==> config.mk <==
export PLATFORM = sky130hd
export DESIGN_NAME = fault_capture_regs
export DESIGN_NICKNAME = d
export VERILOG_FILES = /design/src/rtl/fcr_pkg.sv /design/src/rtl/fcr_decode.sv /design/src/rtl/fcr_bank.sv /design/src/rtl/fault_capture_regs.sv
export SDC_FILE = /design/constraint.sdc
export NUM_CORES = 1
export LEC_CHECK = 0
export BUFFER_PORTS_ARGS = -buffer_cell sky130_fd_sc_hd__clkbuf_2
export CAP_MARGIN = 20
export CORE_MARGIN = 8
export CORE_UTILIZATION = 52
export DETAILED_ROUTE_END_ITERATION = 8
export GPL_TIMING_DRIVEN = 0
export PLACE_DENSITY = 0.8
export SETUP_SLACK_MARGIN = 0.05
export SYNTH_ARGS = -nofsm -noshare
export SYNTH_HDL_FRONTEND = slang
export SYNTH_SLANG_ARGS = --single-unit
==> constraint.sdc <==
create_clock -name clk -period 2.6 [get_ports clk]
set_input_delay 0.39 -clock clk [delete_from_list [all_inputs] [get_ports clk]]
set_output_delay 0.39 -clock clk [all_outputs]
set_load 0.01 [all_outputs]
==> src/rtl/fcr_pkg.sv <==
package fcr_pkg;
  localparam int OP1_W = 3;
  localparam int CRN_W = 4;
  localparam int CRM_W = 4;
  localparam int OP2_W = 3;

  typedef struct packed {
    logic [OP1_W-1:0] op1;
    logic [CRN_W-1:0] crn;
    logic [CRM_W-1:0] crm;
    logic [OP2_W-1:0] op2;
  } cp_sel_t;

  localparam cp_sel_t SEL_FADDR = '{op1: 3'd0, crn: 4'd6, crm: 4'd0, op2: 3'd0};
  localparam cp_sel_t SEL_FSTAT = '{op1: 3'd0, crn: 4'd5, crm: 4'd0, op2: 3'd1};

  localparam int WORLDS = 2;
  localparam int IDX_NS = 0;
  localparam int IDX_S  = 1;
endpackage

==> src/rtl/fcr_decode.sv <==
module fcr_decode
  import fcr_pkg::*;
(
  input  logic    req_valid,
  input  logic    req_write,
  input  cp_sel_t sel,
  input  logic    req_priv,
  output logic    hit_faddr,
  output logic    hit_fstat,
  output logic    undef,
  output logic    unmatched,
  output logic    wr_faddr,
  output logic    wr_fstat,
  output logic    rd_faddr,
  output logic    rd_fstat
);
  logic any_hit;

  always_comb begin
    hit_faddr = req_valid && (sel == SEL_FADDR);
    hit_fstat = req_valid && (sel == SEL_FSTAT);
    any_hit   = hit_faddr || hit_fstat;
    undef     = any_hit && !req_priv;
    unmatched = req_valid && !any_hit;
    wr_faddr  = hit_faddr && req_priv && req_write;
    wr_fstat  = hit_fstat && req_priv && req_write;
    rd_faddr  = hit_faddr && req_priv && !req_write;
    rd_fstat  = hit_fstat && req_priv && !req_write;
  end
endmodule

==> src/rtl/fcr_bank.sv <==
module fcr_bank #(
  parameter int W      = 32,
  parameter int COPIES = 2,
  parameter int IDX_W  = (COPIES > 1) ? $clog2(COPIES) : 1
) (
  input  logic                       clk,
  input  logic                       rst,
  input  logic                       sw_we,
  input  logic [IDX_W-1:0]           sw_idx,
  input  logic [W-1:0]               sw_data,
  input  logic [COPIES-1:0]          hw_we,
  input  logic [COPIES-1:0][W-1:0]   hw_data,
  output logic [COPIES-1:0][W-1:0]   q
);
  for (genvar i = 0; i < COPIES; i++) begin : g_copy
    logic sw_hit;
    assign sw_hit = sw_we && (sw_idx == IDX_W'(i));

    always_ff @(posedge clk) begin
      if (rst)            q[i] <= '0;
      else if (hw_we[i])  q[i] <= hw_data[i];
      else if (sw_hit)    q[i] <= sw_data;
    end

    // copy is clear on the first cycle after reset
    a_r1_reset_clear: assert property (@(posedge clk) disable iff (rst)
      $fell(rst) |-> q[i] == '0);
    // hardware capture value lands regardless of a software write
    a_r10_hw_wins: assert property (@(posedge clk) disable iff (rst)
      hw_we[i] |=> q[i] == $past(hw_data[i]));
    // software write stores data unchanged when no capture competes
    a_r2_sw_store: assert property (@(posedge clk) disable iff (rst)
      (sw_hit && !hw_we[i]) |=> q[i] == $past(sw_data));
  end
endmodule

==> src/rtl/fault_capture_regs.sv <==
module fault_capture_regs
  import fcr_pkg::*;
#(
  parameter int DATA_W = 32,
  parameter int IFSR_W = 13
) (
  input  logic              clk,
  input  logic              rst,
  input  logic              req_valid,
  input  logic              req_write,
  input  logic [2:0]        req_op1,
  input  logic [3:0]        req_crn,
  input  logic [3:0]        req_crm,
  input  logic [2:0]        req_op2,
  input  logic [DATA_W-1:0] req_wdata,
  input  logic              req_priv,
  input  logic              world_secure,
  input  logic              pa_valid,
  input  logic [DATA_W-1:0] pa_addr,
  input  logic              wp_valid,
  input  logic [DATA_W-1:0] wp_addr,
  input  logic              pf_valid,
  input  logic [IFSR_W-1:0] pf_status,
  input  logic              mon_ea_valid,
  input  logic [IFSR_W-1:0] mon_ea_status,
  input  logic              ea_to_monitor,
  output logic              rsp_undef,
  output logic              rsp_unmatched,
  output logic              rsp_valid,
  output logic [DATA_W-1:0] rsp_rdata
);
  localparam int PAD_W = DATA_W - IFSR_W;

  cp_sel_t sel;
  logic hit_faddr, hit_fstat, wr_faddr, wr_fstat, rd_faddr, rd_fstat;

  assign sel = '{op1: req_op1, crn: req_crn, crm: req_crm, op2: req_op2};

  fcr_decode u_dec (
    .req_valid (req_valid),
    .req_write (req_write),
    .sel       (sel),
    .req_priv  (req_priv),
    .hit_faddr (hit_faddr),
    .hit_fstat (hit_fstat),
    .undef     (rsp_undef),
    .unmatched (rsp_unmatched),
    .wr_faddr  (wr_faddr),
    .wr_fstat  (wr_fstat),
    .rd_faddr  (rd_faddr),
    .rd_fstat  (rd_fstat)
  );

  // Capture steering: abort address has priority over watchpoint address;
  // a routed monitor entry has priority on the Secure status copy.
  logic                            cap_faddr, mon_fire;
  logic [DATA_W-1:0]               cap_addr;
  logic [WORLDS-1:0]               fa_hw_we, fs_hw_we;
  logic [WORLDS-1:0][DATA_W-1:0]   fa_hw_data, fa_q;
  logic [WORLDS-1:0][IFSR_W-1:0]   fs_hw_data, fs_q;

  always_comb begin
    cap_faddr        = pa_valid || wp_valid;
    cap_addr         = pa_valid ? pa_addr : wp_addr;
    mon_fire         = mon_ea_valid && ea_to_monitor;
    fa_hw_we[IDX_S]  = cap_faddr && world_secure;
    fa_hw_we[IDX_NS] = cap_faddr && !world_secure;
    fa_hw_data[IDX_S]  = cap_addr;
    fa_hw_data[IDX_NS] = cap_addr;
    fs_hw_we[IDX_S]  = mon_fire || (pf_valid && world_secure);
    fs_hw_we[IDX_NS] = pf_valid && !world_secure;
    fs_hw_data[IDX_S]  = mon_fire ? mon_ea_status : pf_status;
    fs_hw_data[IDX_NS] = pf_status;
  end

  fcr_bank #(.W(DATA_W), .COPIES(WORLDS)) u_faddr (
    .clk     (clk),
    .rst     (rst),
    .sw_we   (wr_faddr),
    .sw_idx  (world_secure),
    .sw_data (req_wdata),
    .hw_we   (fa_hw_we),
    .hw_data (fa_hw_data),
    .q       (fa_q)
  );

  fcr_bank #(.W(IFSR_W), .COPIES(WORLDS)) u_fstat (
    .clk     (clk),
    .rst     (rst),
    .sw_we   (wr_fstat),
    .sw_idx  (world_secure),
    .sw_data (req_wdata[IFSR_W-1:0]),
    .hw_we   (fs_hw_we),
    .hw_data (fs_hw_data),
    .q       (fs_q)
  );

  logic [DATA_W-1:0] rd_next;

  always_comb begin
    if (rd_faddr)      rd_next = fa_q[world_secure];
    else if (rd_fstat) rd_next = {{PAD_W{1'b0}}, fs_q[world_secure]};
    else               rd_next = '0;
  end

  always_ff @(posedge clk) begin
    if (rst) begin
      rsp_valid <= 1'b0;
      rsp_rdata <= '0;
    end else begin
      rsp_valid <= req_valid;
      rsp_rdata <= rd_next;
    end
  end

  // response one cycle after request
  a_r11_latency: assert property (@(posedge clk) disable iff (rst)
    !$past(rst) |-> rsp_valid == $past(req_valid));
  // refused, unmatched and write responses carry zero
  a_r11_zero_data: assert property (@(posedge clk) disable iff (rst)
    $past(rsp_undef || rsp_unmatched || (req_valid && req_write)) |-> rsp_rdata == '0);
  // unmatched and undefined never coincide
  a_r5_exclusive: assert property (@(posedge clk) disable iff (rst)
    !(rsp_undef && rsp_unmatched));
  // refused access leaves the address copies alone
  a_r4_refused_hold_fa: assert property (@(posedge clk) disable iff (rst)
    (rsp_undef && !pa_valid && !wp_valid) |=> $stable(fa_q));
  // refused access leaves the status copies alone
  a_r4_refused_hold_fs: assert property (@(posedge clk) disable iff (rst)
    (rsp_undef && !pf_valid && !mon_fire) |=> $stable(fs_q));
  // unmatched access leaves the address copies alone
  a_r5_unmatched_hold: assert property (@(posedge clk) disable iff (rst)
    (rsp_unmatched && !pa_valid && !wp_valid) |=> $stable(fa_q));
  // abort address beats watchpoint address in the Secure copy
  a_r7_abort_first_s: assert property (@(posedge clk) disable iff (rst)
    (pa_valid && world_secure) |=> fa_q[IDX_S] == $past(pa_addr));
  // routed monitor entry always lands in the Secure status copy
  a_r9_monitor_secure: assert property (@(posedge clk) disable iff (rst)
    mon_fire |=> fs_q[IDX_S] == $past(mon_ea_status));
endmodule

==> After elaboration in Yosys (flattened, before gate mapping) <==
Index checks and enable logic that the tools add are counted.
W data, S select, Z words.
{ "totals": {"ff_bits": 123, "latchBits": 0, "ramBits": 0, "rom_bits": 0, "inputBits": 147, "output_inout_bits": 35, "elab_cells": 56, "n_memories": 0} }
{ "op_classes": {"addsub": 0, "n_mul": 0, "div_mod_pow": 0, "n_lt_le_gt_ge": 1, "n_eq_ne": 2, "shifts": 0, "muxes": 16, "n_bitwise": 1, "n_reduce_logical": 30} }
{ "ops": {"columns": ["op", "count"], "rows": [
  ["$mux W32", 8],
  ["$mux W13", 8],
  ["$eq A14 B10 Y1 const B", 2],
  ["$logic_and A1 B1 Y1", 19],
  ["$reduce_bool A2 Y1", 4],
  ["$logic_not A1 Y1", 4],
  ["$logic_or A1 B1 Y1", 3],
  ["$lt A1 B2 Y1 const B", 1],
  ["$not A1 Y1", 1]
]} }

==> Depth between registers and ports, before layout <==
Gate-level depths: netlist of the first run.
{ "depth": {"ltp_word": 7, "ltp_mapped": 7, "mapped_depth_nobuf": 4} }

==> Modules after synthesis <==
A second synthesis of the first run with hierarchy kept.
{ "unflattened": {"hier_cells": 714, "hier_area_um2": 6881.6} }
{ "by_module_without_submodules": {"columns": ["module", "n_inst", "cells_per_inst", "area_each_um2", "seq_area_each_um2"], "rows": [
  ["fcr_bank (u_faddr)", 1, 367, 3414.5, 1281.2],
  ["fault_capture_regs", 1, 180, 2020.7, 660.6],
  ["fcr_bank (u_fstat)", 1, 148, 1285.0, 520.5],
  ["fcr_decode", 1, 19, 161.4, 0.0]
]} }

==> Worst setup path before layout of the first run <==
Ideal clock, no wire load.
{ "synth_timing": {"path_type": "input port to flip-flop", "startpoint": "input port req_crm[1]", "endpoint": "register u_fstat.q[20] in the netlist's numbering", "setup_ns": 0.137, "arrival_time_ns": 2.107, "t_required_ns": 2.463, "slack_ns": 0.357, "path_stages": 6, "path_buffers": 2, "path_cell_list": "or4b_4 > or4_4 > buf_2 > buf_2 > o31ai_1 > a31oi_1"} }
{ "synth_via": {"elab_chain_cells": 6} }
{ "synth_lines": {"columns": ["item", "line", "source"], "rows": [
  ["start, declared", "fault_capture_regs.sv:13", "input logic [3:0] req_crm,"],
  ["$eq A14 B10 Y1", "fcr_decode.sv:21", "hit_fstat = req_valid && (sel == SEL_FSTAT);"],
  ["$logic_and A1 B1 Y1", "fcr_decode.sv:21", null],
  ["$logic_and A1 B1 Y1 (2 in a row)", "fcr_decode.sv:26", "wr_fstat = hit_fstat && req_priv && req_write;"],
  ["$logic_and A1 B1 Y1", "fcr_bank.sv:17", "assign sw_hit = sw_we && (sw_idx == IDX_W'(i));"],
  ["$reduce_bool A2 Y1 (no line)", null, null],
  ["end signal, assigned by index", "fcr_bank.sv:21", "else if (hw_we[i]) q[i] <= hw_data[i];"],
  ["end signal, assigned by index", "fcr_bank.sv:22", "else if (sw_hit) q[i] <= sw_data;"],
  ["end, declared", "fcr_bank.sv:13", "output logic [COPIES-1:0][W-1:0] q"]
]} }
No other way between the ends.
A chain may end at the register's enable or synchronous reset.

==> Worst setup path after layout of the first run <==
{ "layout_timing": {"startpoint": "input port world_secure", "endpoint": "register u_fstat.q[21] in the netlist's numbering"} }
{ "layout_via": {"elab_chain_cells": 3, "word_cells_on_any_way": 5, "cone_classes": "mux: 1; reduce/logical: 4"} }
{ "layout_lines": {"columns": ["item", "line", "source"], "rows": [
  ["start, declared", "fault_capture_regs.sv:17", "input logic world_secure,"],
  ["$logic_and A1 B1 Y1", "fault_capture_regs.sv:70", "fs_hw_we[IDX_S] = mon_fire || (pf_valid && world_secure);"],
  ["$logic_or A1 B1 Y1", "fault_capture_regs.sv:70", null],
  ["$mux W13 or $reduce_bool A2 Y1 (tied branches)", null, null]
]} }
Several ways; a longest one is shown, not always the timed one.

==> results.yml, run 1 <==
worst_setup_path:
  endpoint_kind: "register"
  cp_top_family: "buffers and inverters"
  cp_num_buf_inv: 4
  worstPathArrival_ps: 2770
  timing.rr.start: "u_fstat.q[24]"
  r2r_slack_ps: 1570
  max_stage_delay_ps: 670
  cp.required_ps: 2950
  cp_max_fo: 10
  critPathLaunchType: "input pin"
  slowest_stage: "clkbuf_1"
  cp_cell_sequence: "clkbuf_1, clkbuf_1, clkbuf_1, clkbuf_1, nand4_1, a31oi_1"
  worst_path_most_repeated_cell: "clkbuf_1"
  r2r-end: "rsp_rdata[11]"
  reg2regPathDepth: 3
  crit_type: "input pin to register"
sta:
  setup_ws_ps: 177.4
  slew_viol_final: 0
  fin_crit_sh: 0.9318
  hold_viol: 0
  setup_viol: 0
  tightest_slew_ps: 843.0
  clock_skew_ps: 5.528
  rsz0062_at_grt: "no"
  max-slew-margin-rel: 0.4328
  fin_crit_ps: 2423
  max_freq_mhz: 412.8
synth:
  ys_seq_area_frac: 0.3942
  synth_area_mm2: 0.006247
  syn_avg_cell_area_um2: 8.408
  ys_seq_elements: 123
  synthesis.nets: 890
  yosys_warnings: 0
  yosys_most_used_dff: "dfxtp_1"
  synth-edff-count: 0
  netlist_instances: 743
  synth-async-reset-ratio: 0
  ys_types: 36
placement:
  place_hpwl_um: 16330
  pre_cts_slack_ps: -177.5
  numPortBuffers: 179
  place_inst: 1069
  place.gp.congestion: 0.8770
finish:
  mostFrequentLayoutCell: "clkbuf_2"
  final_cell_mix: "180 x clkbuf_2, 128 x o21ai_0, 123 x dfxtp_1, 76 x a31oi_1, 74 x clkbuf_1"
  nets: 1088
  layoutNonFillerInstCount: 1100
  antennaDiodeCount: 0
  num-fill-cells: 985
  syn_to_final_growth_pct: 27.14
  drive_gt1_frac: 0.2707
drt:
  wl_um: 22910
  vias: 7109
  ant_nets: 0
  routedWlPerCell_um: 20.83
  drtPass1Iterations: 7
  drt_iter0_drc: 911
  viasPerCell: 6.463
  drc_errors: 0
die:
  die-height_um: 125.6
  core-area_mm2: 0.01186
  die_area_mm2: 0.01578
  initial_core_util: 0.5267
  fp-row-count: 40
  ios: 182
  die_x_um: 125.6
run_status:
  run_status: "finished, final reports clean"
clocking:
  hold_buffers: 0
  cts-buffers-inserted: 17
  ctsRootBufferMaster: "clkbuf_16"
  cts_tree: "yes"
  postCtsResizedCells: 0
  clk_latency_ps: 430
  cts_sinks: 123
  clk_pin_slew_ps: 60
  htreeDepth: 4
  clk_path_buf_depth: 2
  cts_setup_buffers: 0
global_routing:
  grt_start_max_net_pins: 17
  grt_pass1_vias: 6900
  antenna_found_initial: 0
  grt_first_pass_wirelength_um: 36020
  grt.total_usage: 0.2848
  gr-total-overflow: 0
worst_hold_path:
  hold_end: "rsp_valid"
  min_from: "rst"
  min_path_cells: 2
  hold_path.class: "input pin to register"
power:
  p_leak_nw: 3.002
  irDropWorstVdd_mv: 0.4933
  power_density_mw_per_mm2: 651.8
  power_mw: 5.177
job:
  drv_cap: 0
[cells by family (layout without fill, tap and decap cells)]
group | Yosys count | count (layout) | share of synthesized area
simple gates | 180 | 180 | 0.1490
compound gates | 272 | 272 | 0.2676
flops | 123 | 123 | 0.3942
mux | 78 | 78 | 0.1314
buf+inv | 90 | 300 | 0.05788
[state kept, by name (all words and copies together) (netlist names)]
signal / cells
rsp_valid: 1
u_faddr.q: 64
rsp_rdata: 32
u_fstat.q: 26
[where the power goes]
| part | switching (mW) | internal (mW) | leakage [nW] | total, mW |
|---|---|---|---|---|
| registers | 0.0609 | 2.00 | 1.01 | 2.06 |
| logic | 0.383 | 0.281 | 1.71 | 0.664 |
| clock network | 0.924 | 1.53 | 0.285 | 2.46 |
| total | 1.37 | 3.81 | 3.00 | 5.18 |
[worst max-delay path by stage]
stage          cells after the start    startpoint  slack [ps]            end
4_1_cts                            7    req_crn[3]         190  u_faddr.q[25]
3_5_place_dp                       6  world_secure        -180  rsp_rdata[16]
5_1_grt                            6  world_secure          90  u_fstat.q[22]
2_1_floorplan                      6    req_crm[1]         360  u_fstat.q[20]
3_3_place_gp                       6  world_secure        -170  rsp_rdata[24]
6_report                           6  world_secure         180  u_fstat.q[21]
[Yosys cell counts (all sizes together), types with 4 or more instances]
| cell type | count | area [um^2] |
|---|---|---|
| dfxtp | 123 | 2462 |
| o22a | 13 | 113.9 |
| a211oi | 13 | 97.59 |
| nand3 | 66 | 330.3 |
| o21ai | 130 | 650.6 |
| mux2 | 32 | 360.4 |
| or3 | 14 | 87.58 |
| buf | 14 | 76.32 |
| or4 | 4 | 37.53 |
| clkbuf | 74 | 277.8 |
| o31ai | 12 | 90.09 |
| nor2 | 36 | 135.1 |
| mux2i | 46 | 460.4 |
| nand2 | 9 | 33.78 |
| nor3 | 27 | 135.1 |
| nand4 | 12 | 75.07 |
| o221ai | 25 | 219.0 |
| a31oi | 76 | 475.5 |
[cell type report]
cell class	count	area [um^2]	share of cell area
clock buffer	18	439.2	0.05529
buffer	88	355.3	0.04474
timing repair buffer	179	895.9	0.1128
clock inverter	13	168.9	0.02127
sequential	123	2462	0.3100
tap	147	183.9	0.02316
inverter	2	7.507	0.0009452
multi-input combinational	530	3430	0.4318
[routing by layer]
layer	global-route usage	up-vias	wire length, um	share of wire
li1	-	3234	-	-
met3	0.09156	97	2660	0.12
met1	0.3445	3234	8865	0.39
met5	0	-	0	0
met2	0.4361	544	10310	0.45
met4	0.1676	0	1079	0.047
[through the flow]
step,hold slack (ps),instance area (um^2),util,TNS (ps)
3_3_place_gp,466.9,7327,0.6177,-6179
2_1_floorplan,437.7,6247,-,0
4_1_cts,170.4,7935,0.6690,0
5_1_grt,189.0,7943,0.6696,0
6_report,173.9,7943,0.6696,0
3_5_place_dp,468.0,7327,0.6177,-6953
Note: power is estimated with default switching activity, not from simulation.
==> run 2, diff against run 1 <==
Settings changed: CORE_UTILIZATION 52 to 30, PLACE_DENSITY 0.8 to not set.
==> run 2 against run 1 <==
Compared with the run above:
- core utilization is 27 points lower
- final area increased by 2.5%
- non-clock buffer count unchanged
- register-to-register slack better by 40 ps
- sequential cell count unchanged
- clock-buffer cell count is the same
- fmax up 1.2%
- routed wire length increased by 10%
- worst hold slack got worse by 5.3 ps
- clock skew is 3.2 ps higher
- critical path type unchanged
- highest routed layer is now met5
==> results.yml, run 2 (synthesis results as in run 1) <==
global_routing:
  grt.total_usage: 0.1929
  gr-total-overflow: 0
  antenna_found_initial: 1
  grt_start_max_net_pins: 17
  grt_first_pass_wirelength_um: 39450
  grt_pass1_vias: 7201
power:
  irDropWorstVdd_mv: 0.4193
  switchingPower_mw: 1.415
  power_frac_seq: 0.379
  power_frac_comb: 0.123
  power.internal_mw: 4.007
  power_density_mw_per_mm2: 666.1
  power_mw: 5.422
  p_clk_frac: 0.498
  p_leak_nw: 3.033
  switching_share: 0.2609
sta:
  max_freq_mhz: 417.6
  fin_setup_tns_ps: 0
  tightest_slew_ps: 892.3
  hold-worst-slack_ps: 168.6
  fin_crit_sh: 0.9209
  setup_ws_ps: 205.6
  setup_viol: 0
  slew_viol_final: 0
  clock_skew_ps: 8.686
  max-slew-margin-rel: 0.4051
  fin_crit_ps: 2394
  hold_viol: 0
  rsz0062_at_grt: "no"
clocking:
  clk_pin_slew_ps: 60
  cts_setup_buffers: 0
  clk_path_buf_depth: 2
  cts-buffers-inserted: 17
  htreeDepth: 4
  clk_latency_ps: 430
  cts_sinks: 123
  postCtsResizedCells: 0
  ctsRootBufferMaster: "clkbuf_16"
  cts_tree: "yes"
  hold_buffers: 0
placement:
  dpl_cell_area_mm2: 0.007481
  numPortBuffers: 179
  place_hpwl_um: 18550
  place.gp.congestion: 0.8855
  pre_cts_slack_ps: -272.9
  place_inst: 1192
finish:
  antennaDiodeCount: 0
  mostFrequentLayoutCell: "clkbuf_2"
  layoutNonFillerInstCount: 1224
  drive_gt1_frac: 0.2704
  final_area_mm2: 0.008140
  largestRegisters: "u_faddr.q x64, rsp_rdata x32, u_fstat.q x26"
  final_cell_mix: "180 x clkbuf_2, 128 x o21ai_0, 123 x dfxtp_1, 76 x a31oi_1, 74 x clkbuf_1"
  num-fill-cells: 2090
  regMostFlops: "u_faddr.q"
  largest_reg_flops: 64
  nets: 1088
  fin_util: 0.3997
  syn_to_final_growth_pct: 30.30
worst_setup_path:
  worstPathArrival_ps: 2710
  endpoint_kind: "register"
  crit_type: "input pin to register"
  cp_max_fo: 10
  critPathLaunchType: "input pin"
  cp.required_ps: 2920
drt:
  wl_um: 25230
  drtPass1Iterations: 5
  routedWlPerCell_um: 20.61
  viasPerCell: 5.658
  vias: 6926
  drc_errors: 0
  ant_nets: 0
  drt_iter0_drc: 590
die:
  core-area_mm2: 0.02036
  die_area_mm2: 0.02570
  die-height_um: 160.3
  fp-row-count: 52
  initial_core_util: 0.3068
  ios: 182
  die_x_um: 160.3
worst_hold_path:
  hold_path.class: "input pin to register"
job:
  drv_cap: 0
run_status:
  run_status: "finished, final reports clean"
[run 2: cell types whose count changed in the layout (fill, tap and decap cells not counted)]
cell,change
nor4_2,-1
clkinvlp_4,-2
clkinv_2,+1
clkinv_4,+1
nor4_1,+1
bufinv_16,+2
inv_6,-1
[run 2: final timing paths]
path	start	endpoint	slack, ps	cells past startpoint
min reg2reg	u_fstat.q[24]	u_fstat.q[24]	480	2
max reg2reg	u_faddr.q[1]	rsp_rdata[1]	1610	3
min	rst	rsp_valid	170	2
max	world_secure	rsp_rdata[31]	210	6
[run 2: layout make-up]
| class | count | area [um^2] | area share |
|---|---|---|---|
| timing repair buffer | 179 | 895.9 | 0.1101 |
| buffer | 88 | 355.3 | 0.04365 |
| clock inverter | 14 | 219.0 | 0.02690 |
| tap | 270 | 337.8 | 0.04150 |
| multi-input combinational | 530 | 3423 | 0.4205 |
| clock buffer | 18 | 439.2 | 0.05395 |
| inverter | 2 | 7.507 | 0.0009222 |
| sequential | 123 | 2462 | 0.3025 |
[run 2: power by group through the flow]
stage | combinational [mW] | clock (mW) | sequential [mW]
2_1_floorplan | 0.386 | 0 | 2.07
3_3_place_gp | 0.651 | 0 | 2.09
3_5_place_dp | 0.659 | 0 | 2.09
4_1_cts | 0.663 | 2.70 | 2.05
5_1_grt | 0.733 | 2.80 | 2.06
6_report | 0.669 | 2.70 | 2.05
[run 2: worst max-delay path, cell delays in order]
cell and delay, ps:
clkbuf_1 260, clkbuf_1 430, clkbuf_1 640, clkbuf_1 600
mux2i_1 290, nor2_1 90
[run 2: metal layers]
| layer | global-route usage | routed length (um) | vias to the layer above |
|---|---|---|---|
| li1 | - | - | 3231 |
| met1 | 0.2473 | 10740 | 3314 |
| met2 | 0.3062 | 11690 | 339 |
| met3 | 0.05343 | 2169 | 40 |
| met4 | 0.06627 | 610 | 2 |
| met5 | 0 | 13 | - |
